<file path="src/rtl/dmx_pkg.sv">
package dmx_pkg;

    localparam int GLYPH_COLS = 5;
    localparam int GLYPH_ROWS = 7;
    localparam int CODE_W     = 7;
    localparam int ROW_W      = $clog2(GLYPH_ROWS);

    typedef logic [GLYPH_COLS-1:0] col_slice_t;
    typedef logic [ROW_W-1:0]      row_idx_t;
    typedef logic [GLYPH_ROWS-1:0] row_hot_t;

    typedef struct packed {
        logic [CODE_W-1:0] code;
        logic              cursor;
    } digit_in_t;

    typedef struct packed {
        row_idx_t row;
        logic     frame_odd;
        logic     wrapped;
    } scan_state_t;

    // Placeholder font: one row slice of a glyph, bit c = column c.
    function automatic col_slice_t glyph_slice(input logic [CODE_W-1:0] code,
                                               input row_idx_t row);
        col_slice_t s;
        s = '0;
        case (code)
            7'h2D: s = (row == row_idx_t'(3)) ? 5'b11111 : 5'b00000;
            7'h7C: s = 5'b00100;
            7'h4F: s = (row == row_idx_t'(0) || row == row_idx_t'(6)) ? 5'b01110 : 5'b10001;
            7'h7F: s = 5'b11111;
            default: s = '0;
        endcase
        return s;
    endfunction

    function automatic row_hot_t row_onehot(input row_idx_t row);
        return row_hot_t'(1) << row;
    endfunction

endpackage

</file>
<file path="src/rtl/dmx_prescaler.sv">
module dmx_prescaler #(
    parameter int DIV = 128
) (
    input  logic clk,
    input  logic rst,
    output logic tick
);
    localparam int CW = (DIV > 1) ? $clog2(DIV) : 1;

    logic [CW-1:0] cnt;

    assign tick = (cnt == CW'(DIV - 1));

    always_ff @(posedge clk) begin
        if (rst) begin
            cnt <= '0;
        end else if (tick) begin
            cnt <= '0;
        end else begin
            cnt <= cnt + 1'b1;
        end
    end
endmodule

</file>
<file path="src/rtl/dmx_row_counter.sv">
module dmx_row_counter
    import dmx_pkg::*;
(
    input  logic        clk,
    input  logic        rst,
    input  logic        tick,
    output scan_state_t state
);
    localparam row_idx_t LAST_ROW = row_idx_t'(GLYPH_ROWS - 1);

    always_ff @(posedge clk) begin
        if (rst) begin
            state <= '0;
        end else begin
            state.wrapped <= 1'b0;
            if (tick) begin
                if (state.row == LAST_ROW) begin
                    state.row       <= '0;
                    state.frame_odd <= ~state.frame_odd;
                    state.wrapped   <= 1'b1;
                end else begin
                    state.row <= state.row + 1'b1;
                end
            end
        end
    end
endmodule

</file>
<file path="src/rtl/dmx_col_builder.sv">
module dmx_col_builder
    import dmx_pkg::*;
#(
    parameter int DIGITS = 4
) (
    input  logic [DIGITS*CODE_W-1:0]     char_codes,
    input  logic [DIGITS-1:0]            cursor_mask,
    input  logic                         cursor_en,
    input  logic                         blank_n,
    input  row_idx_t                     row,
    input  logic                         frame_odd,
    output logic [DIGITS*GLYPH_COLS-1:0] cols
);
    for (genvar d = 0; d < DIGITS; d++) begin : g_digit
        digit_in_t  din;
        col_slice_t slice;

        assign din.code   = char_codes[d*CODE_W +: CODE_W];
        assign din.cursor = cursor_mask[d];

        always_comb begin
            if (!blank_n) begin
                slice = '0;
            end else if (din.cursor && cursor_en) begin
                slice = frame_odd ? '1 : '0;
            end else begin
                slice = glyph_slice(din.code, row);
            end
        end

        assign cols[d*GLYPH_COLS +: GLYPH_COLS] = slice;
    end
endmodule

</file>
<file path="src/rtl/dmx_row_scanner.sv">
module dmx_row_scanner
    import dmx_pkg::*;
#(
    parameter int PRESCALE = 128,
    parameter int DIGITS   = 4
) (
    input  logic                         clk,
    input  logic                         rst,
    input  logic [DIGITS*CODE_W-1:0]     char_codes,
    input  logic [DIGITS-1:0]            cursor_mask,
    input  logic                         cursor_en,
    input  logic                         blank_n,
    output logic [GLYPH_ROWS-1:0]        row_sel,
    output logic [DIGITS*GLYPH_COLS-1:0] col_out,
    output logic                         frame_start
);
    localparam int COL_W = DIGITS * GLYPH_COLS;

    logic                 tick;
    scan_state_t          st;
    logic [COL_W-1:0]     cols_next;

    dmx_prescaler #(.DIV(PRESCALE)) u_prescale (
        .clk  (clk),
        .rst  (rst),
        .tick (tick)
    );

    dmx_row_counter u_rows (
        .clk   (clk),
        .rst   (rst),
        .tick  (tick),
        .state (st)
    );

    dmx_col_builder #(.DIGITS(DIGITS)) u_cols (
        .char_codes  (char_codes),
        .cursor_mask (cursor_mask),
        .cursor_en   (cursor_en),
        .blank_n     (blank_n),
        .row         (st.row),
        .frame_odd   (st.frame_odd),
        .cols        (cols_next)
    );

    // Row and columns leave through one register stage so they switch together.
    always_ff @(posedge clk) begin
        if (rst) begin
            row_sel     <= '0;
            col_out     <= '0;
            frame_start <= 1'b0;
        end else begin
            row_sel     <= row_onehot(st.row);
            col_out     <= cols_next;
            frame_start <= st.wrapped;
        end
    end
endmodule

</file>
<file path="config.mk">
export PLATFORM = sky130hd
export DESIGN_NAME = dmx_row_scanner
export DESIGN_NICKNAME = d
export VERILOG_FILES = /design/src/rtl/dmx_pkg.sv /design/src/rtl/dmx_prescaler.sv /design/src/rtl/dmx_row_counter.sv /design/src/rtl/dmx_col_builder.sv /design/src/rtl/dmx_row_scanner.sv
export SDC_FILE = /design/constraint.sdc
export NUM_CORES = 1
export LEC_CHECK = 0
export BUFFER_PORTS_ARGS = -buffer_cell sky130_fd_sc_hd__buf_2
export CAP_MARGIN = 20
export CORE_MARGIN = 2
export CORE_UTILIZATION = 53
export CTS_BUF_LIST = sky130_fd_sc_hd__clkbuf_16
export CTS_CLUSTER_DIAMETER = 200
export DETAILED_ROUTE_END_ITERATION = 8
export PLACE_DENSITY = 0.85
export RECOVER_POWER = 100
export SETUP_SLACK_MARGIN = 0.2
export SLEW_MARGIN = 20
export SYNTH_ARGS = -nofsm -noshare
export SYNTH_HDL_FRONTEND = slang
export SYNTH_SLANG_ARGS = --single-unit
</file>
<file path="constraint.sdc">
create_clock -name clk -period 2.7 [get_ports clk]
set_input_delay 0.27 -clock clk [delete_from_list [all_inputs] [get_ports clk]]
set_output_delay 0.27 -clock clk [all_outputs]
set_load 0.02 [all_outputs]
</file>
==> summary.txt <==
Status
  • Outcome: completed

Detailed routing
  • Routed Antenna Nets: 0
  • DR pass1 iterations: 4
  • Final WL: 3690 um
  • Via count: about 1700
  • WL/cell: 12.4 um
  • Via/cell ratio: about 5.7
  • Drt first-iter violations: around 120
  • DRC Markers: 0

Cells and area
  • Ratio of cells with drive above 1 in the final layout: 0.194
  • N_diodes: 0
  • Final nets: between 200 and 300
  • Area grow syn2layout: 21.2%
  • Fill cells: 285
  • Post-route cell area: ~2100 um2

CTS
  • CTS tree: built
  • # hold bufs at CTS: 0
  • Clk slew on worst S/H paths: 50 ps
  • Number of gates resized after CTS: 0
  • CTS root buf: clkbuf_16
  • CTS Buf Count: 5
  • Count of clock tree sinks: 32
  • Skew-Pair Late Insertion Delay: ~280 ps
  • Postcts setup bufs: 0
  • Clk buf depth: 2
  • H-tree levels: 2

GRT
  • Global-route wire length before repair: a little under 6000 um
  • Global Route Usage Sum: 0.206
  • Initial antenna violation count: 0
  • Largest net degree at the start of global routing: 19
  • Vias in the first global route: between 1000 and 1500
  • GR Overflow Total: 0

STA
  • Final-report hold violation count: 0
  • Slew @ Worst Pin: ~440 ps
  • Clk_skew: around 3.7 ps
  • Crit path time final: 1960 ps
  • Period utilisation layout: 0.725
  • Post-route setup TNS: 0 ps
  • Max Clock Freq: slightly above 500 MHz
  • Worst relative slew slack: 0.704
  • Slew Viols, Final: 0
  • Finish-stage setup viols: 0
  • RSZ-0062 raised after global routing: false

Power
  • Pint: about 0.86 mW
  • Sequential power share: 0.428
  • Sw Ratio: 0.233
  • VDD IR-drop max: 0.609 mV
  • P_leak: between 0.7 and 0.8 nW
  • Clk network pwr share: 0.488
  • Total Power: ~1.1 mW
  • Logic pwr share: 0.084
  • Pwr dens: between 500 and 600 nW/um2
  • Net Switching: ~0.26 mW

Yosys
  • Netlist Area Pre-Place: 1750 um2
  • Synthesis Warnings: 0
  • #FFs+latches synth: 32
  • Mean Syn Cell Area: 8.79 um2
  • Sequential fraction of the synthesis area: 0.366
  • Top cell type's share of synthesized area: 0.366
  • Area contributors post-synth: dfxtp_1 (37%), xor2_1 (3.5%), buf_4 (3.4%)
  • Post-synth top area cell: dfxtp_1
  • Async set or reset register ratio after synthesis: 0
  • Post-synth EDFFs: 0
  • Yosys cell types: 57
  • Syn Inst Count: between 150 and 200
  • Mapped Nets: 237
  • Synth Flop Type: dfxtp_1

Hold path
  • HP Start: char_codes[9]
  • Hold path endpoint: col_out[7]
  • Worst Hold Depth: 3
  • Worst Hold Class: in2reg

Placement
  • HPWL after DPL: 2830 um
  • Routability cong.: between 0.9 and 1
  • I/O Buffers: between 60 and 70
  • DP Area: 2020 um2

Critical path
  • CP Cell Sequence: and2_0 -> ha_1 -> nor4b_1 -> o21ai_0 -> a221o_1 -> a21oi_1
  • RR Endpoint: col_out[9]
  • CP bufs+invs: 0
  • Crit-path slowest cell: dfxtp_1
  • Reg2reg start: u_rows.state[2]
  • Worst Reg-to-Reg Cells: 6
  • Worst R2R Setup Slack: about 740 ps
  • Crit path largest cell delay: roughly 540 ps
  • Crit end category: register
  • Crit path max fanout: 13
  • Top delay family on crit path: compound AO/OA/AOI/OAI gates
  • Setup crit start kind: register
  • Worst setup path class: reg2reg
  • Worst Path Required: around 2900 ps
  • CP arrival: about 2200 ps

Run
  • Number of max-cap violations: 0

Die
  • Die area: 3780 um2
  • Rows: 20
  • Die X: 61.5 um
  • I/O pin total: 64
  • Core ar.: 3100 um2
  • Starting Density: 0.564
  • Die height: 61.5 um
cell usage after synthesis (all sizes together) (2+ instances only):
cell type	count
xor2	7
nor3	11
clkbuf	5
nand4	3
and2	3
nor2	8
nand4bb	3
o22ai	2
o32ai	2
dfxtp	32
nand2b	7
and3	8
inv	3
ha	2
nand3	11
o21ai	5
nor3b	3
a211oi	4
a31oi	2
a21o	3
a21oi	11
o31ai	2
o221ai	2
nor4	2
a221oi	4
nor4b	3
xnor2	5
buf	12
nand2	16
per-layer routing:
layer,track usage,part of all wire
met5,0,0
met4,0.0942,0.017
met1,0.241,0.42
met3,0.0462,0.079
met2,0.360,0.48
layout by cell type (no fill, tap or decap), drive strengths merged, types with 4 or more instances in the layout:
cell | Yosys | layout
xnor2 | 5 | 5
nand2 | 16 | 16
nand2b | 7 | 7
buf | 12 | 35
nor2 | 8 | 8
a221oi | 4 | 4
dfxtp | 32 | 32
and3 | 8 | 8
clkbuf | 5 | 33
nand3 | 11 | 11
a211oi | 4 | 4
xor2 | 7 | 7
a21oi | 11 | 11
nor3 | 11 | 11
o21ai | 5 | 5
layout make-up:
cell class,instances,area [um2],area share
Clock inverter,3,23.8,0.0112
Inverter,3,11.3,0.00531
Tap cell,44,55.1,0.0260
Multi-Input combinational cell,147,983,0.464
Timing Repair Buffer,63,280,0.132
Clock buffer,5,125,0.0590
Sequential cell,32,641,0.302
worst min-delay path, stage by stage:
cell and delay (ps):
buf_2 110, nand3_1 70, a211oi_1 60
through the flow:
| step | cells | worst slack [ps] | util | hold WS [ps] |
|---|---|---|---|---|
| finish | 297 | 742 | 0.683 | 282 |
| detailed placement | 289 | 801 | 0.650 | 428 |
| CTS | 297 | 788 | 0.698 | 279 |
| global route | 297 | 604 | 0.683 | 299 |
| global placement | 289 | 904 | 0.650 | 427 |
| floorplan | 199 | 931 | - | 413 |
flip-flops by register name, indices dropped and copies added (netlist names):
name and count:
u_prescale.cnt 7, frame_start 1, u_rows.state 5, row_sel 7, col_out 12
worst max-delay path by stage:
| stage | startpoint | end | cells past startpoint | slack (ps) |
|---|---|---|---|---|
| finish | u_rows.state[2] | col_out[9] | 6 | 740 |
| floorplan | u_rows.state[2] | col_out[9] | 7 | 930 |
| global placement | u_rows.state[2] | col_out[9] | 6 | 900 |
| global route | u_rows.state[2] | col_out[9] | 6 | 600 |
| detailed placement | u_rows.state[2] | col_out[9] | 6 | 800 |
| CTS | u_rows.state[2] | col_out[9] | 6 | 790 |
kinds of logic (layout without fill, tap and decap cells):
group                      Yosys count  count (layout)  share of synthesized area
adders and majority gates            2               2                     0.0143
and+or+nand+nor                     86              86                      0.295
AOI/OAI and AO/OA                   47              47                      0.194
xor gates and xnor gates            12              12                     0.0644
buffers and inverters               20              74                     0.0658
DFF                                 32              32                      0.366
power by group through the flow:
| stage | combinational (mW) | sequential [mW] | clock, mW |
|---|---|---|---|
| 2_1_floorplan | 0.0450 | 0.491 | 0 |
| 3_3_place_gp | 0.0919 | 0.490 | 0 |
| 3_5_place_dp | 0.0935 | 0.490 | 0 |
| 4_1_cts | 0.0939 | 0.480 | 0.561 |
| 5_1_grt | 0.105 | 0.480 | 0.581 |
| 6_report | 0.0943 | 0.480 | 0.548 |
(Power assumes the default switching activity.)
